===== src/rtl/rat_pkg.sv =====
package rat_pkg;
  localparam int DEF_NREG = 8;
  localparam int DEF_TAGW = 4;
  localparam int DEF_NSRC = 2;
endpackage


===== src/rtl/rat_map_table.sv =====
module rat_map_table #(
  parameter int NREG = rat_pkg::DEF_NREG,
  parameter int TAGW = rat_pkg::DEF_TAGW,
  localparam int IDXW = $clog2(NREG)
) (
  input  logic                       clk,
  input  logic                       rst,
  input  logic                       flush,
  input  logic                       wr_en,
  input  logic [IDXW-1:0]            wr_idx,
  input  logic [TAGW-1:0]            wr_tag,
  input  logic                       cm_en,
  input  logic [IDXW-1:0]            cm_idx,
  input  logic [TAGW-1:0]            cm_tag,
  output logic [NREG-1:0]            busy_q,
  output logic [NREG-1:0][TAGW-1:0]  tag_q
);
  for (genvar g = 0; g < NREG; g++) begin : g_ent
    logic hit_wr, hit_cm;
    assign hit_wr = wr_en && (wr_idx == IDXW'(g));
    assign hit_cm = cm_en && (cm_idx == IDXW'(g)) && busy_q[g] && (tag_q[g] == cm_tag);
    always_ff @(posedge clk) begin
      if (rst || flush) begin
        busy_q[g] <= 1'b0;
        tag_q[g]  <= '0;
      end else if (hit_wr) begin
        busy_q[g] <= 1'b1;
        tag_q[g]  <= wr_tag;
      end else if (hit_cm) begin
        busy_q[g] <= 1'b0;
        tag_q[g]  <= '0;
      end
    end
  end

  p_flush_all_r8: assert property (@(posedge clk) disable iff (rst)
    flush |=> ($countones(busy_q) == 0));
  p_write_rec_r3: assert property (@(posedge clk) disable iff (rst)
    (wr_en && !flush) |=> (busy_q[$past(wr_idx)] && tag_q[$past(wr_idx)] == $past(wr_tag)));
  p_commit_rel_r5: assert property (@(posedge clk) disable iff (rst)
    (cm_en && !flush && busy_q[cm_idx] && tag_q[cm_idx] == cm_tag && !(wr_en && wr_idx == cm_idx))
    |=> !busy_q[$past(cm_idx)]);
  p_commit_keep_r6: assert property (@(posedge clk) disable iff (rst)
    (cm_en && !flush && tag_q[cm_idx] != cm_tag && !(wr_en && wr_idx == cm_idx))
    |=> (busy_q[$past(cm_idx)] == $past(busy_q[cm_idx]) && tag_q[$past(cm_idx)] == $past(tag_q[cm_idx])));
endmodule


===== src/rtl/rat_src_read.sv =====
module rat_src_read #(
  parameter int NREG = rat_pkg::DEF_NREG,
  parameter int TAGW = rat_pkg::DEF_TAGW,
  localparam int IDXW = $clog2(NREG)
) (
  input  logic                       clk,
  input  logic                       rst,
  input  logic                       req,
  input  logic [IDXW-1:0]            idx,
  input  logic [NREG-1:0]            busy_v,
  input  logic [NREG-1:0][TAGW-1:0]  tag_v,
  output logic                       busy_o,
  output logic [TAGW-1:0]            tag_o
);
  always_ff @(posedge clk) begin
    if (rst || !req) begin
      busy_o <= 1'b0;
      tag_o  <= '0;
    end else begin
      busy_o <= busy_v[idx];
      tag_o  <= busy_v[idx] ? tag_v[idx] : '0;
    end
  end

  p_tag_zero_r2: assert property (@(posedge clk) disable iff (rst)
    !busy_o |-> (tag_o == '0));
  p_pre_update_r4: assert property (@(posedge clk) disable iff (rst)
    req |=> (busy_o == $past(busy_v[idx])));
endmodule


===== src/rtl/rat_renamer.sv =====
module rat_renamer #(
  parameter int NREG = rat_pkg::DEF_NREG,
  parameter int TAGW = rat_pkg::DEF_TAGW,
  localparam int IDXW = $clog2(NREG),
  localparam int NSRC = rat_pkg::DEF_NSRC
) (
  input  logic            clk,
  input  logic            rst,
  input  logic            ren_valid,
  input  logic [IDXW-1:0] ren_src0,
  input  logic [IDXW-1:0] ren_src1,
  input  logic            ren_dst_we,
  input  logic [IDXW-1:0] ren_dst,
  input  logic [TAGW-1:0] ren_tag,
  input  logic            cmt_valid,
  input  logic [IDXW-1:0] cmt_reg,
  input  logic [TAGW-1:0] cmt_tag,
  input  logic            flush,
  output logic            look_valid,
  output logic            src0_busy,
  output logic [TAGW-1:0] src0_tag,
  output logic            src1_busy,
  output logic [TAGW-1:0] src1_tag
);
  logic [NREG-1:0]           busy_q;
  logic [NREG-1:0][TAGW-1:0] tag_q;
  logic                      req;
  logic [NSRC-1:0][IDXW-1:0] s_idx;
  logic [NSRC-1:0]           s_busy;
  logic [NSRC-1:0][TAGW-1:0] s_tag;

  assign req      = ren_valid && !flush;
  assign s_idx[0] = ren_src0;
  assign s_idx[1] = ren_src1;

  rat_map_table #(.NREG(NREG), .TAGW(TAGW)) u_table (
    .clk(clk), .rst(rst), .flush(flush),
    .wr_en(ren_valid && ren_dst_we), .wr_idx(ren_dst), .wr_tag(ren_tag),
    .cm_en(cmt_valid), .cm_idx(cmt_reg), .cm_tag(cmt_tag),
    .busy_q(busy_q), .tag_q(tag_q)
  );

  for (genvar s = 0; s < NSRC; s++) begin : g_src
    rat_src_read #(.NREG(NREG), .TAGW(TAGW)) u_rd (
      .clk(clk), .rst(rst), .req(req), .idx(s_idx[s]),
      .busy_v(busy_q), .tag_v(tag_q),
      .busy_o(s_busy[s]), .tag_o(s_tag[s])
    );
  end

  always_ff @(posedge clk) begin
    if (rst) look_valid <= 1'b0;
    else     look_valid <= req;
  end

  assign src0_busy = s_busy[0];
  assign src0_tag  = s_tag[0];
  assign src1_busy = s_busy[1];
  assign src1_tag  = s_tag[1];

  p_flush_drop_r8: assert property (@(posedge clk) disable iff (rst)
    flush |=> !look_valid);
  p_idle_quiet_r2: assert property (@(posedge clk) disable iff (rst)
    !look_valid |-> (!src0_busy && !src1_busy));
endmodule


===== config.mk =====
export PLATFORM = sky130hd
export DESIGN_NAME = rat_renamer
export DESIGN_NICKNAME = d
export VERILOG_FILES = /design/src/rtl/rat_pkg.sv /design/src/rtl/rat_map_table.sv /design/src/rtl/rat_src_read.sv /design/src/rtl/rat_renamer.sv
export SDC_FILE = /design/constraint.sdc
export NUM_CORES = 1
export LEC_CHECK = 0
export CAP_MARGIN = 20
export CORE_MARGIN = 2
export CORE_UTILIZATION = 55
export DETAILED_ROUTE_END_ITERATION = 8
export PLACE_DENSITY = 0.8
export SKIP_LAST_GASP = 1
export SLEW_MARGIN = 30
export SYNTH_ARGS = -nofsm -noshare
export SYNTH_HDL_FRONTEND = slang
export SYNTH_SLANG_ARGS = --single-unit

===== constraint.sdc =====
create_clock -name clk -period 1.8 [get_ports clk]
set_input_delay 0.36 -clock clk [delete_from_list [all_inputs] [get_ports clk]]
set_output_delay 0.36 -clock clk [all_outputs]
set_load 0.01 [all_outputs]

==> flow_summary.json <==
{
  "cp_data_arrival_time_ns": 2.00,
  "area_delta_synth_final_pct": 32.6,
  "cts_tree": "built",
  "status": "completed",
  "portBuffers": 36,
  "final-seq-area_sq_mm": 0.00102,
  "critPathRequiredTime_ns": 2.02,
  "synthFlopType": "dfxtp_1",
  "final_cell_mix": "51 x dfxtp_1, 40 x buf_4, 34 x clkdlybuf4s50_1",
  "async_flop_share_pct": 0,
  "synth_seq_area_share_pct": 36.2,
  "grtUsageTotal_pct": 30.2,
  "rsz0062_at_grt": "true",
  "fin_total_pwr_w": 0.00218,
  "synthCells": 244,
  "drcViolationCount": 0,
  "cp_max_fo": 5,
  "dp_hpwl_microns": 6330,
  "viasPerCell": 6.38,
  "multi_input_area_sq_mm": 0.00172,
  "slew_violations": 0,
  "grt_pass1_vias": 2375,
  "finalCritPeriodShare_pct": 99.0,
  "synth_top_area_cell": "dfxtp_1",
  "ys_types": 38,
  "hold_buffers": 0,
  "numClockSinks": 51,
  "fmax_ghz": 0.561,
  "drtAntennaViolNets": 0,
  "ys_top_cells_by_area": "dfxtp_1 36%, mux4_1 19%, xor2_1 8.7%",
  "r2r-start": "u_table.tag_q[9]$_SDFFE_PP0P_",
  "slew_headroom_pct": 72.8,
  "p_leak_nw": 1.62,
  "clkLatencyLatePin_ns": 0.32,
  "ctsLongestPathBuffers": 2,
  "postCtsSetupRepairBufs": 0,
  "setup_violations": 0,
  "nets": 344,
  "fillers": 367,
  "cts_buffers": 5,
  "antenna_found_initial": 0,
  "final.min_clock_period_ns": 1.78,
  "ys_ff_latch": 51,
  "dr.pass1.iters": 5,
  "gp_congestion": 0.958,
  "cts.clk_slew.worst_paths_ns": 0.09,
  "avgRoutedWirePerCell_microns": 20.8,
  "core_area_sq_mm": 0.00501,
  "fin_util_pct": 74.6,
  "finalHoldViolCount": 0,
  "synth_fp_nets": 270,
  "pin_count": 37,
  "final.setup_skew_ns": 0.0127,
  "hold_class": "reg2reg",
  "synth_top_area_share_pct": 36.2,
  "crit_start": "ren_src0[1]",
  "routed_wirelength_microns": 8100,
  "dpl.cell_count": 381,
  "cp-end-kind": "register",
  "synth-warning-count": 0,
  "min_from": "u_table.busy_q[7]$_SDFFE_PP0P_",
  "cp-start-kind": "input port",
  "die_w_microns": 75.6,
  "worstMarginPinSlew_ns": 0.404,
  "drtIter0Drc": 215,
  "final_common_cell": "dfxtp_1",
  "peakVddDrop_mv": 0.415,
  "start_util_pct": 56.3,
  "grt_first_pass_wirelength_microns": 12500,
  "diodes": 0,
  "cts.htree.levels": 2,
  "syn_area_sq_mm": 0.00282,
  "crit_type": "in2reg",
  "drv_cap": 0,
  "grt_max_degree": 16,
  "drive_gt1_share_pct": 22.9,
  "powerDensity_mw_per_mm2": 583,
  "cts-root-buf": "clkbuf_8",
  "synth_edf_count": 0,
  "avgSynthCellArea_sq_um": 11.6,
  "instances_no_fill": 389,
  "grt_overflow": 0,
  "dieHeight_microns": 75.6,
  "die_area_sq_mm": 0.00571,
  "fp-row-count": 26,
  "vias": 2482
}
-- area by class of cell --
cell class	count	share of cell area [%]
well taps	70	2.34
multi-input cells	174	46.0
clock buffers	7	2.31
repair buffers	83	21.6
flip-flops and latches	51	27.3
inverters	3	0.301
clock inverters	1	0.234
-- state kept, by name (all words and copies together) (netlist names) --
register / flops
u_table.tag_q: 32
look_valid: 1
g_src.u_rd.tag_o: 8
u_table.busy_q: 8
g_src.u_rd.busy_o: 2
-- synth_stat cells, types with 3 or more instances --
master     n
a32o_1    16
dfxtp_1   51
and2_1     5
inv_1      3
nor4_1     7
o21a_1     3
nand4_1    5
clkbuf_1   7
mux2i_1    8
nor3_1     3
xnor2_1    4
a22o_1    16
mux4_1    20
nor2_1    20
xor2_1    28
nand2_1    6
buf_2      4
nand3_1    3
a31o_2     5
nor2b_1    3
-- cell families after synthesis --
kind of cell	synth area share, %
buffers and inverters	3.51
XOR/XNOR	9.94
AO/OA/AOI/OAI	15.3
flip-flops	36.2
multiplexers	22.3
AND/OR/NAND/NOR	12.7
-- critical path, cell delays in order --
cell and delay [ns]:
clkdlybuf4s50_1 0.56, mux4_1 0.58, mux2_2 0.30, nand3_2 0.13, nor2_1 0.06
-- routing by layer --
metal / GRT usage, % / part of all wire, % / vias to the layer above
li1: - / - / 1112
met1: 37.7 / 39 / 1179
met4: 14.8 / 4.8 / 0
met5: 0 / 0 / -
met2: 50.5 / 47 / 161
met3: 5.42 / 8.8 / 30
-- report_power, final --
part | switching (W) | internal, W
combinational | 0.000154 | 0.000182
sequential | 0.00000706 | 0.00113
clock | 0.000389 | 0.000316
total | 0.000550 | 0.00163
-- final timing paths --
check | end | slack, ns | depth (start not counted)
min reg2reg | u_table.busy_q[7]$_SDFFE_PP0P_ | 0.55 | 2
max | g_src[0].u_rd.tag_o[2]$_SDFF_PP0_ | 0.02 | 5
max reg2reg | u_table.tag_q[10]$_SDFFE_PP0P_ | 0.23 | 4
min | u_table.busy_q[7]$_SDFFE_PP0P_ | 0.55 | 2
-- per-stage QoR --
step	hold WS, ns	TNS, ns	area, sq um	setup WS (ns)
6_report	0.550	0	3740	0.0182
5_1_grt	0.574	-0.0510	3740	-0.0132
4_1_cts	0.548	0	3730	0.0168
3_5_place_dp	0.533	-13.33	3620	-0.365
3_3_place_gp	0.518	-10.53	3620	-0.281
2_1_floorplan	0.453	0	2820	0.269
-- repair_timing --
item,in CTS,in global routing
pin swaps,1,21
setup endpoints to repair,6,25
resized for setup,2,3
No activity file was read; power rests on OpenSTA's default activity.
